**src/rtl/planar_wr_pkg.sv**
```systemverilog
package planar_wr_pkg;

    typedef enum logic [1:0] {
        WM_MERGE = 2'd0,
        WM_COPY  = 2'd1,
        WM_COLOR = 2'd2,
        WM_FILL  = 2'd3
    } wmode_e;

    typedef enum logic [1:0] {
        FN_PASS = 2'd0,
        FN_AND  = 2'd1,
        FN_OR   = 2'd2,
        FN_XOR  = 2'd3
    } lfunc_e;

    typedef struct packed {
        wmode_e mode;
        lfunc_e fn;
    } wctl_t;

    function automatic logic [7:0] apply_fn(lfunc_e f, logic [7:0] v, logic [7:0] l);
        case (f)
            FN_AND:  return v & l;
            FN_OR:   return v | l;
            FN_XOR:  return v ^ l;
            default: return v;
        endcase
    endfunction

endpackage

```
**src/rtl/pw_rotator.sv**
```systemverilog
module pw_rotator #(
    parameter int W     = 8,
    localparam int CW   = $clog2(W)
) (
    input  logic [W-1:0]  din,
    input  logic [CW-1:0] cnt,
    output logic [W-1:0]  dout
);
    logic [2*W-1:0] dbl;

    always_comb begin
        dbl  = {din, din} >> cnt;
        dout = dbl[W-1:0];
    end
endmodule

```
**src/rtl/pw_plane_unit.sv**
```systemverilog
module pw_plane_unit
    import planar_wr_pkg::*;
(
    input  wctl_t       ctl,
    input  logic [7:0]  rot_byte,
    input  logic        cpu_bit,
    input  logic        col,
    input  logic        col_en,
    input  logic [7:0]  latch,
    input  logic [7:0]  mask,
    output logic [7:0]  res
);
    logic [7:0] src;
    logic [7:0] merged;
    logic [7:0] sel;

    always_comb begin
        src    = (ctl.mode == WM_COLOR) ? {8{cpu_bit}}
               : (col_en ? {8{col}} : rot_byte);
        merged = apply_fn(ctl.fn, src, latch);
        sel    = rot_byte & mask;
        case (ctl.mode)
            WM_COPY: res = latch;
            WM_FILL: res = (sel & {8{col}}) | (latch & ~sel);
            default: res = (merged & mask) | (latch & ~mask);
        endcase
    end
endmodule

```
**src/rtl/pw_out_stage.sv**
```systemverilog
module pw_out_stage #(
    parameter int DW      = 32,
    parameter int NP      = 4,
    parameter bit OUT_REG = 1'b1
) (
    input  logic          clk,
    input  logic          rst,
    input  logic [DW-1:0] d_in,
    input  logic [NP-1:0] we_in,
    output logic [DW-1:0] d_out,
    output logic [NP-1:0] we_out
);
    generate
        if (OUT_REG) begin : g_reg
            always_ff @(posedge clk) begin
                if (rst) begin
                    d_out  <= '0;
                    we_out <= '0;
                end else begin
                    d_out  <= d_in;
                    we_out <= we_in;
                end
            end
        end else begin : g_pass
            assign d_out  = d_in;
            assign we_out = we_in;
        end
    endgenerate
endmodule

```
**src/rtl/planar_wdata.sv**
```systemverilog
module planar_wdata
    import planar_wr_pkg::*;
#(
    parameter int  N_PLANES = 4,
    parameter int  PIX_W    = 8,
    parameter bit  OUT_REG  = 1'b1,
    localparam int CNT_W    = $clog2(PIX_W),
    localparam int DATA_W   = N_PLANES * PIX_W
) (
    input  logic                clk,
    input  logic                rst,
    input  logic [PIX_W-1:0]    cpu_byte,
    input  logic [DATA_W-1:0]   latch_in,
    input  logic [1:0]          wr_mode,
    input  logic [CNT_W-1:0]    rot_cnt,
    input  logic [1:0]          logic_fn,
    input  logic [N_PLANES-1:0] const_col,
    input  logic [N_PLANES-1:0] const_en,
    input  logic [PIX_W-1:0]    pix_mask,
    input  logic [N_PLANES-1:0] plane_en,
    output logic [DATA_W-1:0]   plane_data,
    output logic [N_PLANES-1:0] plane_we
);
    wctl_t             ctl;
    logic [PIX_W-1:0]  rot_byte;
    logic [DATA_W-1:0] nxt_data;

    assign ctl.mode = wmode_e'(wr_mode);
    assign ctl.fn   = lfunc_e'(logic_fn);

    pw_rotator #(.W(PIX_W)) u_rot (
        .din  (cpu_byte),
        .cnt  (rot_cnt),
        .dout (rot_byte)
    );

    for (genvar p = 0; p < N_PLANES; p++) begin : g_plane
        pw_plane_unit u_pu (
            .ctl      (ctl),
            .rot_byte (rot_byte),
            .cpu_bit  (cpu_byte[p]),
            .col      (const_col[p]),
            .col_en   (const_en[p]),
            .latch    (latch_in[p*PIX_W +: PIX_W]),
            .mask     (pix_mask),
            .res      (nxt_data[p*PIX_W +: PIX_W])
        );
    end

    pw_out_stage #(.DW(DATA_W), .NP(N_PLANES), .OUT_REG(OUT_REG)) u_out (
        .clk    (clk),
        .rst    (rst),
        .d_in   (nxt_data),
        .we_in  (plane_en),
        .d_out  (plane_data),
        .we_out (plane_we)
    );


    copy_mode_chk: assert property (@(posedge clk) disable iff (rst)
        (wr_mode == 2'd1) |-> (nxt_data == latch_in));


    mask_keeps_latch_chk: assert property (@(posedge clk) disable iff (rst)
        (wr_mode[0] == 1'b0) |-> (((nxt_data ^ latch_in) & ~{N_PLANES{pix_mask}}) == '0));


    fill_unselected_chk: assert property (@(posedge clk) disable iff (rst)
        (wr_mode == 2'd3) |-> (((nxt_data ^ latch_in) & ~{N_PLANES{rot_byte & pix_mask}}) == '0));

    generate
        if (OUT_REG) begin : g_reg_chk
            logic q_live;
            always_ff @(posedge clk) begin
                if (rst) q_live <= 1'b0;
                else     q_live <= 1'b1;
            end


            we_follow_chk: assert property (@(posedge clk) disable iff (rst)
                q_live |-> (plane_we == $past(plane_en)));


            reg_latency_chk: assert property (@(posedge clk) disable iff (rst)
                q_live |-> (plane_data == $past(nxt_data)));
        end
    endgenerate
endmodule

```
**config.mk**
```make
export PLATFORM = sky130hd
export DESIGN_NAME = planar_wdata
export DESIGN_NICKNAME = d
export VERILOG_FILES = /design/src/rtl/planar_wr_pkg.sv /design/src/rtl/pw_rotator.sv /design/src/rtl/pw_plane_unit.sv /design/src/rtl/pw_out_stage.sv /design/src/rtl/planar_wdata.sv
export SDC_FILE = /design/constraint.sdc
export NUM_CORES = 1
export LEC_CHECK = 0
export ABC_AREA = 0
export BUFFER_PORTS_ARGS = -buffer_cell sky130_fd_sc_hd__buf_2
export CAP_MARGIN = 20
export CELL_PAD_IN_SITES_DETAIL_PLACEMENT = 0
export CELL_PAD_IN_SITES_GLOBAL_PLACEMENT = 1
export CORE_MARGIN = 10
export CORE_UTILIZATION = 35
export CTS_CLUSTER_SIZE = 14
export DETAILED_ROUTE_END_ITERATION = 10
export PLACE_DENSITY_LB_ADDON = 0.3
export SLEW_MARGIN = 20
export SYNTH_ARGS = -nofsm -noshare
export SYNTH_HDL_FRONTEND = slang
export SYNTH_SLANG_ARGS = --single-unit
```
**constraint.sdc**
```tcl
create_clock -name clk -period 3.91 [get_ports clk]
set_clock_uncertainty 0.2 [all_clocks]
set_input_delay 0.5865 -clock clk [delete_from_list [all_inputs] [get_ports clk]]
set_output_delay 0.5865 -clock clk [all_outputs]
set_load 0.01 [all_outputs]
```
==> flow_metrics.tcl <==
set metrics [dict create \
    cts_hold_buf 0 \
    synth_top_family_by_area "compound AO/OA/AOI/OAI gates" \
    rsz0062_at_grt "false" \
    diodes 0 \
    crit_buf_inv 2 \
    switching_power_mw 0.5497 \
    pwr-share-clk_pct 29.1 \
    synth-simple-area-share_pct 17.09 \
    holdWs_ps 313.2 \
    place_area_um2 5356 \
    coreArea_um2 13190 \
    cts_resized 0 \
    synthAdderAreaFrac_pct 17.07 \
    cts_buffers 5 \
    fin_crit_ps 3111 \
    grt_use_total_pct 19.07 \
    fill_cells 1408 \
    grt-ovfl-total 0 \
    synthToLayoutAreaGrowth_pct 17.33 \
    worst_ir_drop_vdd_mv 0.1358 \
    intPower_mw 0.8963 \
    route.vias.total 4968 \
    endpoint_kind "flip-flop" \
    synth_mux_area_share_pct 13.79 \
    slowest_delay_ps 630 \
    critPathRequiredTime_ps 3880 \
    cp-start-kind "input port" \
    dieArea_um2 18440 \
    power_density_nw_per_um2 262.7 \
    grt_pass1_wl_mm 27.68 \
    yosysWarnings 0 \
    grt_pass1_vias 4952 \
    min_from "plane_en[2]" \
    power_mw 1.446 \
    synth_seq_cells 36 \
    pwr-share-seq_pct 28.1 \
    fin_area_um2 5505 \
    layout.nets 824 \
    stdcell_count 868 \
    dp_cells 860 \
    cts.clk_slew.worst_paths_ps 60 \
    drive_gt1_share_pct 22.54 \
    final_antenna_net_count 0 \
    synth_cell_type_count 41 \
    yosysSeqAreaShare_pct 15.36 \
    critPathKind "in -> reg" \
    hpwlAfterDp_mm 13.55 \
    drtIter0Drc 414 \
    worstPathMaxFanout 10 \
    cp_slowest_cell "mux4_1" \
    mostFrequentLayoutCells "buf_2 (104), inv_1 (97), ha_1 (64), o21ai_0 (47), a21oi_1 (40)" \
    pin_count 105 \
    hold_path_depth 2 \
    crit_family "multiplexers" \
    crit_chain "buf_2 > mux4_1 > mux2_4 > o21ai_0 > and2_1 > ha_1 > inv_1 > mux2i_1 > o211ai_1 > nor3_1 > a221o_1" \
    post-route-drc-count 0 \
    worst_pin_slew_ps 1114 \
    min_to "u_out.we_out[2]" \
    gp_congestion 0.8739 \
    combPwrFrac_pct 42.8 \
    drv_slew 0 \
    setup_viol 0 \
    cts_max_level 2 \
    cts.sinks 36 \
    die_x_um 135.8 \
    synth.net_count 735 \
    die_h_um 135.8 \
    timing.fmax_ghz 0.3214 \
    maxCapViolCount 0 \
    status "finished, final reports clean" \
    netlist_area_um2 4692 \
    hold_class "in -> reg" \
    grt_max_degree 36 \
    hold_violations 0 \
    synth_cells 602 \
    wirelength_mm 18.20 \
    slew_headroom_pct 25.63 \
    cts_setup_buffers 0 \
    critPathArrivalTime_ps 3080 \
    avgRoutedWirePerCell_um 20.96 \
    layout_commonest_cell "buf_2" \
    swShare_pct 38.02 \
    p_leak_nw 2.791 \
    fin_tns_setup_ps 0 \
    rows 42 \
    dr.pass1.iters 5 \
    vias_per_cell 5.724 \
    cts_buffer_depth 2 \
    start_util_pct 35.57 \
    synth_compound_area_share_pct 25.07 \
    yosys.area_share.xor_xnor_pct 0 \
    fin_crit_sh_pct 79.57 \
    antenna_found_initial 0 \
    root_buffer "clkbuf_16" \
    port_buffers 104 \
    syn_area_per_cell_um2 7.794 \
    cts_tree "done" \
]
how the worst max path moves through the flow:
stage,end,start,cells past startpoint
after global placement,u_out.d_out[1],rot_cnt[2],10
after global routing,u_out.d_out[0],rot_cnt[1],10
after floorplan,u_out.d_out[16],rot_cnt[1],11
final,u_out.d_out[15],rot_cnt[1],11
after CTS,u_out.d_out[14],rot_cnt[2],11
after detailed placement,u_out.d_out[14],rot_cnt[2],11
registers in the layout (all words and copies together) (netlist names):
name,flops
u_out.d_out,32
u_out.we_out,4
metrics by stage:
step / setup WS [ps] / utilization (%)
final: 799.0 / 41.74
after global routing: 657.9 / 41.74
after CTS: 826.9 / 41.74
after detailed placement: 524.8 / 40.61
after global placement: 559.9 / 40.61
after floorplan: 945.4 / -
power groups by stage:
| stage | Sequential (mW) | Clock [mW] | Combinational [mW] |
|---|---|---|---|
| floorplan | 0.432 | 0 | 0.373 |
| finish | 0.406 | 0.421 | 0.619 |
| global route | 0.409 | 0.444 | 0.684 |
| CTS | 0.407 | 0.432 | 0.616 |
| global placement | 0.414 | 0 | 0.595 |
| detailed placement | 0.415 | 0 | 0.613 |
synth_stat cells, drive strengths merged:
cell / n / share of area (%)
inv: 97 / 7.8
ha: 64 / 17
o21ai: 48 / 5.1
a21oi: 40 / 4.3
dfxtp: 36 / 15
nor2: 36 / 2.9
mux2i: 35 / 7.5
and2: 29 / 3.9
o211ai: 29 / 4.6
clkbuf: 22 / 1.8
a221o: 21 / 4.5
nor3: 21 / 2.2
nand2: 16 / 1.3
nand3: 15 / 1.9
buf: 14 / 2.1
a221oi: 12 / 2.2
nor2b: 10 / 1.3
mux2: 8 / 2.3
mux4: 8 / 3.9
nand3b: 6 / 0.96
a21o: 5 / 0.80
nand2b: 5 / 0.67
o22ai: 5 / 1.1
a2111oi: 3 / 0.56
and3: 3 / 0.72
o211a: 3 / 0.64
o311ai: 3 / 0.88
or4bb: 3 / 0.72
a32oi: 2 / 0.37
or3b: 2 / 0.37
or2: 1 / 0.13
cell type report:
type	count	area, um^2	share of cell area (%)
well taps	176	220.2	4.000
multi-input cells	433	3426	62.23
clock inverters	2	10.01	0.1818
repair buffers	118	625.6	11.36
inverters	97	364.1	6.614
clock buffers	6	138.9	2.523
flip-flops and latches	36	720.7	13.09
metal layers:
| layer | global-route usage (%) | share of wire, % |
|---|---|---|
| met1 | 23.58 | 42 |
| met2 | 31.97 | 47 |
| met3 | 4.043 | 8.1 |
| met4 | 6.459 | 2.2 |
| met5 | 0 | 0 |
cell families after synthesis:
kind of cell    Yosys count
buf+inv                 133
compound gates          171
mux                      51
flops                    36
fa+ha+maj                64
simple gates            147
(Power assumes the default switching activity.)
